File: config.mk
export PLATFORM = sky130hd
export DESIGN_NAME = tw_bank_master
export DESIGN_NICKNAME = d
export VERILOG_FILES = /design/src/rtl/tw_pkg.sv /design/src/rtl/tw_value_remap.sv /design/src/rtl/tw_shadow_ram.sv /design/src/rtl/tw_bit_serdes.sv /design/src/rtl/tw_bank_master.sv
export SDC_FILE = /design/constraint.sdc
export NUM_CORES = 1
export LEC_CHECK = 0
export ABC_AREA = 1
export CAP_MARGIN = 20
export CORE_MARGIN = 3
export CORE_UTILIZATION = 60
export DETAILED_ROUTE_END_ITERATION = 7
export PLACE_DENSITY_LB_ADDON = 0.05
export SYNTH_ARGS = -nofsm -noshare
export SYNTH_HDL_FRONTEND = slang
export SYNTH_HIERARCHICAL = 1
export SYNTH_SLANG_ARGS = --single-unit
File: constraint.sdc
create_clock -name clk -period 2.35 [get_ports clk]
set_input_delay 0.235 -clock clk [delete_from_list [all_inputs] [get_ports clk]]
set_output_delay 0.235 -clock clk [all_outputs]
set_load 0.01 [all_outputs]
File: src/rtl/tw_pkg.sv
package tw_pkg;

    localparam int BYTE_W = 8;

    typedef enum logic [1:0] {
        OP_WRITE = 2'd0,
        OP_READ  = 2'd1,
        OP_SET   = 2'd2,
        OP_CLEAR = 2'd3
    } tw_op_e;

    typedef enum logic [2:0] {
        T_IDLE,
        T_OPEN,
        T_SEND,
        T_CLOSE,
        T_RECV,
        T_ACK
    } tw_state_e;

    typedef enum logic [1:0] {
        P_IDLE,
        P_LOW,
        P_HIGH
    } tw_phase_e;

endpackage

File: src/rtl/tw_value_remap.sv
module tw_value_remap
    import tw_pkg::*;
#(
    parameter int ADDR_W     = 5,
    parameter int CAP_REG    = 'h04,
    parameter int FORCE_REG  = 'h16,
    parameter int FORCE_BITS = 'h13
) (
    input  logic [ADDR_W-1:0] addr_i,
    input  logic [BYTE_W-1:0] val_i,
    output logic [BYTE_W-1:0] val_o
);

    localparam logic [BYTE_W-1:0] FOLD_LOW  = BYTE_W'(255);
    localparam logic [BYTE_W-1:0] FOLD_HIGH = BYTE_W'(191);
    localparam logic [BYTE_W-1:0] SPLIT     = BYTE_W'(64);

    always_comb begin
        val_o = val_i;
        if (addr_i == ADDR_W'(CAP_REG)) begin
            val_o = (val_i < SPLIT) ? (FOLD_LOW - val_i) : (FOLD_HIGH - val_i);
        end else if (addr_i == ADDR_W'(FORCE_REG)) begin
            val_o = val_i | BYTE_W'(FORCE_BITS);
        end
    end

endmodule

File: src/rtl/tw_shadow_ram.sv
module tw_shadow_ram
    import tw_pkg::*;
#(
    parameter int ADDR_W = 5
) (
    input  logic              clk,
    input  logic              rst_n,
    input  logic              we_i,
    input  logic [ADDR_W-1:0] addr_i,
    input  logic [BYTE_W-1:0] wdata_i,
    output logic [BYTE_W-1:0] rdata_o
);

    localparam int DEPTH = 1 << ADDR_W;

    logic [BYTE_W-1:0] mem_q [DEPTH];

    assign rdata_o = mem_q[addr_i];

    for (genvar g = 0; g < DEPTH; g++) begin : g_cell
        always_ff @(posedge clk or negedge rst_n) begin
            if (!rst_n) begin
                mem_q[g] <= '0;
            end else if (we_i && (addr_i == ADDR_W'(g))) begin
                mem_q[g] <= wdata_i;
            end
        end
    end

endmodule

File: src/rtl/tw_bit_serdes.sv
module tw_bit_serdes
    import tw_pkg::*;
#(
    parameter int DELAY_UNIT = 4,
    parameter bit LSB_FIRST  = 1'b1
) (
    input  logic              clk,
    input  logic              rst_n,
    input  logic              start_i,
    input  logic              recv_i,
    input  logic [BYTE_W-1:0] byte_i,
    input  logic              din_i,
    output logic              done_o,
    output logic [BYTE_W-1:0] byte_o,
    output logic              sclk_o,
    output logic              sdo_o
);

    localparam int CW = (DELAY_UNIT > 1) ? $clog2(DELAY_UNIT) : 1;
    localparam logic [CW-1:0] CNT_TOP = CW'(DELAY_UNIT - 1);
    localparam int BIT_W = $clog2(BYTE_W);
    localparam logic [BIT_W-1:0] LAST_BIT = BIT_W'(BYTE_W - 1);

    typedef struct packed {
        tw_phase_e         ph;
        logic [CW-1:0]     cnt;
        logic [BIT_W-1:0]  bitn;
        logic [BYTE_W-1:0] sh;
        logic              recv;
        logic              done;
        logic              sclk;
        logic              sdo;
    } ser_t;

    ser_t ser_d, ser_q;

    function automatic logic head_bit(input logic [BYTE_W-1:0] b);
        return LSB_FIRST ? b[0] : b[BYTE_W-1];
    endfunction

    function automatic logic [BYTE_W-1:0] drop_bit(input logic [BYTE_W-1:0] b);
        return LSB_FIRST ? (b >> 1) : (b << 1);
    endfunction

    function automatic logic [BYTE_W-1:0] take_bit(input logic [BYTE_W-1:0] b, input logic d);
        return LSB_FIRST ? {d, b[BYTE_W-1:1]} : {b[BYTE_W-2:0], d};
    endfunction

    always_comb begin
        ser_d      = ser_q;
        ser_d.done = 1'b0;
        unique case (ser_q.ph)
            P_IDLE: begin
                ser_d.sclk = 1'b1;
                if (start_i) begin
                    ser_d.ph   = P_LOW;
                    ser_d.cnt  = CNT_TOP;
                    ser_d.bitn = '0;
                    ser_d.sh   = byte_i;
                    ser_d.recv = recv_i;
                    ser_d.sclk = 1'b0;
                    ser_d.sdo  = recv_i ? 1'b0 : head_bit(byte_i);
                end
            end
            P_LOW: begin
                if (ser_q.cnt == '0) begin
                    ser_d.ph   = P_HIGH;
                    ser_d.cnt  = CNT_TOP;
                    ser_d.sclk = 1'b1;
                    if (ser_q.recv) begin
                        ser_d.sh = take_bit(ser_q.sh, din_i);
                    end
                end else begin
                    ser_d.cnt = ser_q.cnt - 1'b1;
                end
            end
            P_HIGH: begin
                if (ser_q.cnt == '0) begin
                    if (ser_q.bitn == LAST_BIT) begin
                        ser_d.ph   = P_IDLE;
                        ser_d.done = 1'b1;
                    end else begin
                        ser_d.ph   = P_LOW;
                        ser_d.cnt  = CNT_TOP;
                        ser_d.bitn = ser_q.bitn + 1'b1;
                        ser_d.sclk = 1'b0;
                        if (!ser_q.recv) begin
                            ser_d.sh  = drop_bit(ser_q.sh);
                            ser_d.sdo = head_bit(drop_bit(ser_q.sh));
                        end
                    end
                end else begin
                    ser_d.cnt = ser_q.cnt - 1'b1;
                end
            end
            default: ser_d.ph = P_IDLE;
        endcase
    end

    always_ff @(posedge clk or negedge rst_n) begin
        if (!rst_n) begin
            ser_q      <= '0;
            ser_q.ph   <= P_IDLE;
            ser_q.sclk <= 1'b1;
        end else begin
            ser_q <= ser_d;
        end
    end

    assign done_o = ser_q.done;
    assign byte_o = ser_q.sh;
    assign sclk_o = ser_q.sclk;
    assign sdo_o  = ser_q.sdo;

endmodule

File: src/rtl/tw_bank_master.sv
module tw_bank_master
    import tw_pkg::*;
#(
    parameter int ADDR_W      = 5,
    parameter int DELAY_UNIT  = 4,
    parameter bit LSB_FIRST   = 1'b1,
    parameter int BANK_A_CODE = 'h01,
    parameter int BANK_B_CODE = 'h02,
    parameter int BANK_SEL_REG = 'h0F,
    parameter int CAP_REG     = 'h04,
    parameter int FORCE_REG   = 'h16,
    parameter int FORCE_BITS  = 'h13
) (
    input  logic              clk,
    input  logic              rst_n,
    input  logic              powered_i,
    input  logic              req_i,
    input  logic [1:0]        op_i,
    input  logic [ADDR_W-1:0] addr_i,
    input  logic [7:0]        wdata_i,
    output logic              ack_o,
    output logic [7:0]        rdata_o,
    output logic              bus_clk_o,
    output logic              bus_dir_o,
    output logic              bus_oe_o,
    output logic              bus_dout_o,
    input  logic              bus_din_i
);

    localparam int BANK_BIT = ADDR_W - 1;
    localparam int CW = (DELAY_UNIT > 1) ? $clog2(DELAY_UNIT) : 1;
    localparam logic [CW-1:0] CNT_TOP = CW'(DELAY_UNIT - 1);

    typedef struct packed {
        tw_state_e         st;
        logic [CW-1:0]     cnt;
        logic              idx;
        logic              two;
        logic              sw_pend;
        logic              is_read;
        logic [BYTE_W-1:0] b0;
        logic [BYTE_W-1:0] b1;
        logic [BYTE_W-1:0] m0;
        logic [BYTE_W-1:0] m1;
        logic              mtwo;
        logic              bank_vld;
        logic              bank_hi;
        logic [BYTE_W-1:0] rdata;
        logic              ack;
        logic              dir;
        logic              oe;
        logic              start;
        logic              recv;
        logic [BYTE_W-1:0] tx;
    } mst_t;

    mst_t mst_d, mst_q;

    tw_op_e            op;
    logic              tgt_hi;
    logic [BYTE_W-1:0] phys;
    logic [BYTE_W-1:0] shadow_val;
    logic [BYTE_W-1:0] new_val;
    logic [BYTE_W-1:0] wire_val;
    logic              shadow_we;
    logic              eng_done;
    logic [BYTE_W-1:0] eng_byte;

    assign op     = tw_op_e'(op_i);
    assign tgt_hi = addr_i[BANK_BIT];
    assign phys   = BYTE_W'(addr_i[BANK_BIT-1:0]);

    always_comb begin
        unique case (op)
            OP_SET:   new_val = shadow_val | wdata_i;
            OP_CLEAR: new_val = shadow_val & ~wdata_i;
            default:  new_val = wdata_i;
        endcase
    end

    assign shadow_we = (mst_q.st == T_IDLE) && req_i && (op != OP_READ);

    tw_shadow_ram #(
        .ADDR_W (ADDR_W)
    ) u_shadow (
        .clk     (clk),
        .rst_n   (rst_n),
        .we_i    (shadow_we),
        .addr_i  (addr_i),
        .wdata_i (new_val),
        .rdata_o (shadow_val)
    );

    tw_value_remap #(
        .ADDR_W     (ADDR_W),
        .CAP_REG    (CAP_REG),
        .FORCE_REG  (FORCE_REG),
        .FORCE_BITS (FORCE_BITS)
    ) u_remap (
        .addr_i (addr_i),
        .val_i  (new_val),
        .val_o  (wire_val)
    );

    tw_bit_serdes #(
        .DELAY_UNIT (DELAY_UNIT),
        .LSB_FIRST  (LSB_FIRST)
    ) u_serdes (
        .clk     (clk),
        .rst_n   (rst_n),
        .start_i (mst_q.start),
        .recv_i  (mst_q.recv),
        .byte_i  (mst_q.tx),
        .din_i   (bus_din_i),
        .done_o  (eng_done),
        .byte_o  (eng_byte),
        .sclk_o  (bus_clk_o),
        .sdo_o   (bus_dout_o)
    );

    always_comb begin
        mst_d       = mst_q;
        mst_d.start = 1'b0;
        mst_d.ack   = 1'b0;
        unique case (mst_q.st)
            T_IDLE: begin
                if (req_i) begin
                    if (!powered_i) begin
                        mst_d.rdata = '0;
                        mst_d.ack   = 1'b1;
                        mst_d.st    = T_ACK;
                    end else begin
                        mst_d.is_read  = (op == OP_READ);
                        mst_d.m0       = (op == OP_READ) ? phys : wire_val;
                        mst_d.m1       = phys;
                        mst_d.mtwo     = (op != OP_READ);
                        mst_d.bank_vld = 1'b1;
                        mst_d.bank_hi  = tgt_hi;
                        if (!mst_q.bank_vld || (mst_q.bank_hi != tgt_hi)) begin
                            mst_d.sw_pend = 1'b1;
                            mst_d.b0      = tgt_hi ? BYTE_W'(BANK_B_CODE) : BYTE_W'(BANK_A_CODE);
                            mst_d.b1      = BYTE_W'(BANK_SEL_REG);
                            mst_d.two     = 1'b1;
                        end else begin
                            mst_d.sw_pend = 1'b0;
                            mst_d.b0      = (op == OP_READ) ? phys : wire_val;
                            mst_d.b1      = phys;
                            mst_d.two     = (op != OP_READ);
                        end
                        mst_d.st  = T_OPEN;
                        mst_d.cnt = CNT_TOP;
                        mst_d.dir = 1'b1;
                        mst_d.oe  = 1'b1;
                    end
                end
            end
            T_OPEN: begin
                if (mst_q.cnt == '0) begin
                    mst_d.st    = T_SEND;
                    mst_d.idx   = 1'b0;
                    mst_d.start = 1'b1;
                    mst_d.recv  = 1'b0;
                    mst_d.tx    = mst_q.b0;
                end else begin
                    mst_d.cnt = mst_q.cnt - 1'b1;
                end
            end
            T_SEND: begin
                if (eng_done) begin
                    if (!mst_q.idx && mst_q.two) begin
                        mst_d.idx   = 1'b1;
                        mst_d.start = 1'b1;
                        mst_d.tx    = mst_q.b1;
                    end else begin
                        mst_d.st  = T_CLOSE;
                        mst_d.cnt = CNT_TOP;
                        mst_d.oe  = 1'b0;
                        mst_d.dir = 1'b0;
                    end
                end
            end
            T_CLOSE: begin
                if (mst_q.cnt != '0) begin
                    mst_d.cnt = mst_q.cnt - 1'b1;
                end else if (mst_q.sw_pend) begin
                    mst_d.sw_pend = 1'b0;
                    mst_d.b0      = mst_q.m0;
                    mst_d.b1      = mst_q.m1;
                    mst_d.two     = mst_q.mtwo;
                    mst_d.st      = T_OPEN;
                    mst_d.cnt     = CNT_TOP;
                    mst_d.dir     = 1'b1;
                    mst_d.oe      = 1'b1;
                end else if (mst_q.is_read) begin
                    mst_d.st    = T_RECV;
                    mst_d.start = 1'b1;
                    mst_d.recv  = 1'b1;
                    mst_d.tx    = '0;
                end else begin
                    mst_d.st  = T_ACK;
                    mst_d.ack = 1'b1;
                end
            end
            T_RECV: begin
                if (eng_done) begin
                    mst_d.rdata = eng_byte;
                    mst_d.st    = T_ACK;
                    mst_d.ack   = 1'b1;
                end
            end
            T_ACK: begin
                mst_d.st = T_IDLE;
            end
            default: mst_d.st = T_IDLE;
        endcase
        if (!powered_i) begin
            mst_d.bank_vld = 1'b0;
        end
    end

    always_ff @(posedge clk or negedge rst_n) begin
        if (!rst_n) begin
            mst_q    <= '0;
            mst_q.st <= T_IDLE;
        end else begin
            mst_q <= mst_d;
        end
    end

    assign ack_o     = mst_q.ack;
    assign rdata_o   = mst_q.rdata;
    assign bus_dir_o = mst_q.dir;
    assign bus_oe_o  = mst_q.oe;

endmodule

-- After elaboration in Yosys (flattened, before gate mapping)
Index checks and enable logic that the tools add are counted.
- eq/ne operators: 66
- mux-type cells: 83
- magnitude comparators: 2
- bitwise logic cells: 4
- add/sub/neg operators: 5
- reduce and logical (&&, ||, !) cells: 71
- operator list (kind ; number):
    == test 5 bit, second input constant ; 16
    2-to-1 mux 8 bit ; 10
    2-to-1 mux 16 bit ; 4
    2-to-1 mux 49 bit ; 1
    case mux 8 bit (3 select lines) ; 2
    binary-select mux 8 bit (select 5 bit) ; 1
    == test 5 x 4 -> 1 bit, second input constant ; 8
    2-to-1 mux 38 bit ; 1
    logical AND 1 bit ; 35
    2-to-1 mux 2 bit ; 16
    case mux 16 bit (2 select lines) ; 1
    case mux 8 bit (2 select lines) ; 2
    2-to-1 mux 10 bit ; 3
    inequality test 2 bit, second input constant ; 14
    AND reduction 7 bit ; 4
    2-to-1 mux 13 bit ; 2
    2-to-1 mux 3 bit ; 7
    == test 5 x 3 -> 1 bit, second input constant ; 4
    AND reduction 4 bit ; 5
    2-to-1 mux 9 bit ; 2
    case mux 2 bit (3 select lines) ; 3
    inequality test 2 x 1 -> 1 bit, second input constant ; 8
    subtractor 8 bit, first input constant ; 2
    2-to-1 mux 5 bit ; 3
    38 further kinds ; 77
- logic and storage cells: 291
- register bits after elaboration: 336
- output and inout port bits: 13
- input port bits: 20

-- Longest topological paths before layout
Gate-level depths: netlist of run 1.
- depth in word-level cells: 15
- mapped depth: 23
- mapped depth without buffers: 20

-- Modules after synthesis
The synthesis of run 1 kept the hierarchy.
- by module, submodules not included (module ; times used ; seq. area each (um2) ; cells an instance ; area each (um2)):
    tw_shadow_ram ; 1 ; 6406.1 ; 1582 ; 12200.5
    tw_bank_master ; 1 ; 1401.3 ; 389 ; 2905.3
    tw_bit_serdes ; 1 ; 476.7 ; 168 ; 1300.0
    tw_value_remap ; 1 ; 0.0 ; 47 ; 235.2

-- Worst setup path before layout of run 1
OpenSTA, ideal clock, no wires.
- path kind: input -> register
- start point: input addr_i[0]
- end point: register mst_q[55] in the netlist's numbering
- arrival: 2239 ps
- data required time: 2285 ps
- buffers on the path: 3
- setup time: 65 ps
- setup slack: 46 ps
- stages: 22
- cells stage by stage: buf_4 inv_2 buf_2 buf_2 nand2_1 nand2_1 nand2_1 nand2_1 nand2_1 nand3_1 nor2_1 nor2_1 a21oi_1 a21oi_1 inv_1 ha_1 nand4_1 nand2_1 nand2_1 o21ai_0 nand2_1 nand2_1
- word-level cells in the longest chain between the ends: 14
- elaborated cells on any way between the ends: 18
- those cells by class: add/sub (2); order compare (1); eq/ne (1); mux (11); bitwise (3)
- RTL lines (element ; RTL line ; RTL):
    start: declaration ; tw_bank_master.sv:19 ; input logic [ADDR_W-1:0] addr_i,
    NOT 5 -> 6 bit (implied by the code) * ; tw_shadow_ram.sv:18 ; assign rdata_o = mem_q[addr_i];
    binary-select mux 8 bit (select 5 bit) * ; tw_shadow_ram.sv:18 ;
    2-to-1 mux 8 bit (implied by the code) * (2 in a row) ; tw_shadow_ram.sv:18 ;
    via shadow_val[6] ; tw_bank_master.sv:62 ; logic [BYTE_W-1:0] shadow_val;
    bitwise AND 8 bit or OR 8 bit (tied branches) ; tw_bank_master.sv:76, tw_bank_master.sv:75 ;
    case mux 8 bit (2 select lines) * ; tw_bank_master.sv:74 ; unique case (op)
    via new_val[6] ; tw_bank_master.sv:63 ; logic [BYTE_W-1:0] new_val;
    subtractor 8 bit or less-than comparator 8 x 7 -> 1 bit (tied branches) ; tw_value_remap.sv:21 ; val_o = (val_i < SPLIT) ? (FOLD_LOW - val_i) : (FOLD_HIGH - val_i);
    2-to-1 mux 8 bit * ; tw_value_remap.sv:21 ;
    2-to-1 mux 8 bit * ; tw_value_remap.sv:20 ; if (addr_i == ADDR_W'(CAP_REG)) begin
    via wire_val[7] ; tw_bank_master.sv:64 ; logic [BYTE_W-1:0] wire_val;
    2-to-1 mux 8 bit * ; tw_bank_master.sv:146 ; mst_d.b0 = (op == OP_READ) ? phys : wire_val;
    2-to-1 mux 16 bit * ; tw_bank_master.sv:139 ; if (!mst_q.bank_vld || (mst_q.bank_hi != tgt_hi)) begin
    2-to-1 mux 38 bit * ; tw_bank_master.sv:128 ; if (!powered_i) begin
    2-to-1 mux 49 bit * ; tw_bank_master.sv:127 ; if (req_i) begin
    case mux 16 bit (2 select lines) * ; tw_bank_master.sv:125 ; unique case (mst_q.st)
    end signal: assignment ; tw_bank_master.sv:226 ; mst_q <= mst_d;
    end: declaration ; tw_bank_master.sv:57 ; mst_t mst_d, mst_q;
Mark *: on every way through the listed nets, which the timed path passes. The rest lies on a longest branch. The select of a mux whose other input is x is not followed.
A chain may end at the register's enable or synchronous reset.

-- Worst setup path after layout of run 1
- start point: input addr_i[3]
- end point: register u_shadow/mem_q[117] in the netlist's numbering
- word-level cells in the longest chain between the ends: 6
- elaborated cells on any way between the ends: 9
- those cells by class: eq/ne (1); mux (4); bitwise (3); reduce/logical (1)
- RTL lines (element ; RTL line ; RTL):
    NOT 5 -> 6 bit (implied by the code) * ; tw_shadow_ram.sv:18 ;
    binary-select mux 8 bit (select 5 bit) * ; tw_shadow_ram.sv:18 ;
    2-to-1 mux 8 bit (implied by the code) * (2 in a row) ; tw_shadow_ram.sv:18 ;
    via shadow_val[5] ; tw_bank_master.sv:62 ;
    bitwise AND 8 bit or OR 8 bit (tied branches) ; tw_bank_master.sv:76, tw_bank_master.sv:75 ;
    case mux 8 bit (2 select lines) * ; tw_bank_master.sv:74 ;
    via new_val[5] ; tw_bank_master.sv:63 ;
    end signal: indexed assignment ; tw_shadow_ram.sv:25 ; mem_q[g] <= wdata_i;
    end: declaration ; tw_shadow_ram.sv:16 ; logic [BYTE_W-1:0] mem_q [DEPTH];
Marked as above.

==> metrics list, run 1 <==
* Critical path capture point type: flop
- The min-delay analysis places its worst path in the category in -> reg.
- Post-route insts no fill: roughly 2600
* Post-layout utilization of the core: about 70%
- Post-route clock period utilization: 92.0%
- Once the floorplan was initialized, standard cells occupied 61.4% of the core.
- Global routing consumed, on the met1 layer, roughly two fifths of the routing resources.
- Worst path bufs/invs: 5
* Pin count of the biggest net entering global routing: slightly above 70
- Cell at the root of the clock tree: sky130_fd_sc_hd__clkbuf_16
* Critical path required time: 2.77 ns
- After synthesis the cells add up to approximately 17000 um2.
* Post-Route Skew: between 0.02 and 0.025 ns
- The total overflow left after global routing is 0.
- After detailed routing, the average wire length per cell comes to between 15 and 20 um.
- GR Layer Usage met2: between 40% and 50%
- In this run the horizontal extent of the chip is about 170 um.
* Met3 Resource Use GR: 4.35%
- The HPWL after detailed placement is between 30000 and 40000 um.
- Cell family with most CP delay: buffers and inverters
- The worst setup path is launched from a primary input.
- In the routed design, unresolved DRC markers number 0.
- The die is approximately 170 um tall.
* Number of max-capacitance violations reported: 0
- Leakage component of the power: 9.73 nW
- Layout net count: between 2000 and 2500
- After detailed routing, the number of vias per cell comes to between 5 and 6.
- The die covers 29800 um2.
* Depth of the CTS H-tree: 2
- The number of antenna violations at the first check in global routing is 0.
- Clock transition at the registers of the reported paths: 0.06 ns
- The smallest clock period supported by the final layout is computed as about 2.2 ns.
- First-pass iteration count of the detailed router: 6
- Share of the synthesized area in the top cell type: 49.6%
- CTS buffer count: 37
- Area of the core: roughly 27000 um2
- Setup violations remaining at the end of the flow were counted as 0.
- PnR Total Power: around 19 mW
- Averaged over all synthesized cells, the footprint is 7.61 um2.
* CTS tree: yes
- Synth warn: 6
* Area Growth Syn to Fin: 14.1%
- Placement Rows: 60
- Counting the fill cells in the layout gives ~2300.
- By startpoint and endpoint, the worst setup path is classified as in -> reg.
* Result of the run: finished clean
- Data on the critical path arrives at its endpoint at between 2 and 3 ns.
- Counting every net in the synthesized netlist gives approximately 2200.
- The critical path goes through clkdlybuf4s50_1 -> buf_4 -> nor2_4 -> buf_4 -> nand2_1 -> nand3_1 -> nor2_1 -> nor2_1 -> a21oi_1 -> a21oi_1 -> inv_1 -> buf_12 -> o21ai_0.
- Actual slew at the worst max-slew pin: around 0.56 ns
* Number of different library cells in the post-synthesis netlist: 33
- Iter 0 DRT Violations: 1278
- The count of nets left with antenna violations once routing finished came out at 0.
- The repair_antennas step left the layout with diodes totalling 0.
- Placed Instance Area: approximately 18000 um2
- Slew headroom: a little over three fifths
- On the worst path, the slowest cell contributes a delay of roughly 0.55 ns.
- Timing would allow up to about 460 MHz.
* Final instance area: 19000 um2
* Fraction of layout cells with a size suffix above 1: a little under an eighth
- Worst hold slack: between 0.08 and 0.09 ns
- The final route contains around 15000 vias.
- On the critical path, the stage with the largest delay is an instance of sky130_fd_sc_hd__clkdlybuf4s50_1.
- The cell count after synthesis came out at between 2000 and 2500.
* I/O pin count: 33
- In the post-synthesis netlist, the biggest area contributors are sky130_fd_sc_hd__dfrtp_1 (50%), sky130_fd_sc_hd__nand2_1 (23%), sky130_fd_sc_hd__o21ai_1 (4.9%).
* Final setup TNS: 0 ns
- Port Buffer Count: 32
- The congestion estimate from routability-driven global placement came to 0.908.
- After synthesis the netlist holds a flip-flop and latch count of 331.
* Setup Slack @ Placement: -0.361 ns
- Power spread over the standard cell area amounts to just under 1000 nW/um2.
* Clock Tree Buf Depth: 3
- Number of max-slew violations in the final report: 0
* Cell type contributing the most total cell area after synthesis: sky130_fd_sc_hd__dfrtp_1
- Setup repair after global routing could not meet its margin everywhere.
- Clock insertion delay at the later pin of the skew report: around 0.52 ns
* GRT Resource Usage Total: a little over 30%
* Clock sink count: ~330
* Cell count after placement: around 2600
* Proportion of synthesized chip area in sequential cells: about half
- IR analysis of the VDD net gives a maximum drop of 0.675 mV.
- The worst path meets setup with ~0.19 ns of slack.
- Number of post-CTS setup repair buffers: 0
- The count of endpoints failing hold in the final timing report was 0.
- The layer flagged by global routing as most heavily used is met2.
- The final layout contains routed wiring with a total length of approximately 45000 um.
- Along the worst path, the maximum fanout reaches 24.
- The first global-routing pass estimated roughly 74000 um of wire.
- Area occupied by registers: between 8000 and 9000 um2
- Footprint of the multi-input gates: 7280 um2
- The via count of the first global-routing pass is about 14000.
registers in the layout, summed over array words and instances (netlist names):
register,cells
u_shadow/mem_q,256
u_serdes/sclk_o,1
rdata_o,8
u_serdes/sdo_o,1
mst_q,46
u_serdes/ser_q,8
bus_dir_o,1
u_serdes/byte_o,8
u_serdes/done_o,1
ack_o,1
layer usage:
| layer | vias to the layer above | routed length, um | share of wire, % |
|---|---|---|---|
| li1 | 7065 | - | - |
| met1 | 6901 | 19500 | 43 |
| met2 | 430 | 21000 | 47 |
| met3 | 112 | 2650 | 5.9 |
| met4 | 0 | 1840 | 4.1 |
| met5 | - | 0 | 0 |
worst min-delay path, stage by stage:
cell	delay (ns)
sky130_fd_sc_hd__buf_4	0.12
sky130_fd_sc_hd__buf_4	0.11
sky130_fd_sc_hd__nand2_1	0.05
sky130_fd_sc_hd__nand2_1	0.05
cell type report:
cell class / instances / area share (%)
clock buffer: 56 / 5.68
clock inverter: 8 / 0.580
inverter: 82 / 1.63
multi-input combinational: 1637 / 38.4
sequential: 331 / 43.6
tap: 372 / 2.45
timing repair buffer: 149 / 7.65
cells in the final DEF (no fill, tap or decap), drive strengths merged, types with 21 or more instances in the layout:
cell type,synthesis,final
nor2,75,75
clkdlybuf4s50,0,28
nand4,21,21
a21oi,23,23
nand3,144,144
buf,103,119
nand2,1058,1058
inv,82,82
o21ai,298,298
dfrtp,330,330
clkbuf,33,56
timing repair:
action | in CTS | in global routing
endpoints found under the setup margin | 0 | 21
hold buffers | 1 | 0
resized for setup | 0 | 8
endpoints found under the hold margin | 60 | 0
report_power, final:
group | total [mW] | internal (mW) | switching, mW
sequential | 7.96 | 7.12 | 0.838
clock | 5.66 | 3.39 | 2.26
combinational | 5.07 | 1.81 | 3.26
cell usage after synthesis, drive strengths merged:
cell type / count
nor2: 75
dfrtp: 330
nand3: 144
ha: 11
a21oi: 23
inv: 82
nand2: 1058
clkbuf: 33
o211ai: 2
dfstp: 1
a22oi: 2
o21ai: 298
nor3: 1
nand3b: 1
buf: 103
nand4: 21
a21boi: 1
path summary, 6_finish.rpt:
| check | startpoint | slack [ns] | cells past startpoint | endpoint |
|---|---|---|---|---|
| worst max-delay path | addr_i[3] | 0.19 | 13 | u_shadow/mem_q[117] |
| worst min-delay path | addr_i[0] | 0.09 | 4 | mst_q[24] |
| worst max register to register | mst_q[62] | 0.20 | 10 | u_shadow/mem_q[219] |
| worst min register to register | u_serdes/sdo_o | 0.47 | 2 | u_serdes/sdo_o |
| max in group asynchronous | rst_n | 1.28 | 3 | u_shadow/mem_q[202] |
| min in group asynchronous | rst_n | 0.28 | 2 | u_serdes/ser_q[14] |
kinds of logic (layout without fill, tap and decap cells):
kind of cell	after synthesis	count (layout)	synth area share, %
AND/OR/NAND/NOR	1300	1300	32.9
adder cells (fa/ha/maj)	11	11	0.827
flip-flops	331	331	49.8
buffers and inverters	218	295	6.58
AO/OA/AOI/OAI	326	326	9.90
(Power assumes the default switching activity.)
==> run 2, diff against run 1 <==
- CTS_CLUSTER_DIAMETER: unset -> 120
==> results of run 2 <==
The final DEF is identical to that of run 1; final timing and power are the same.
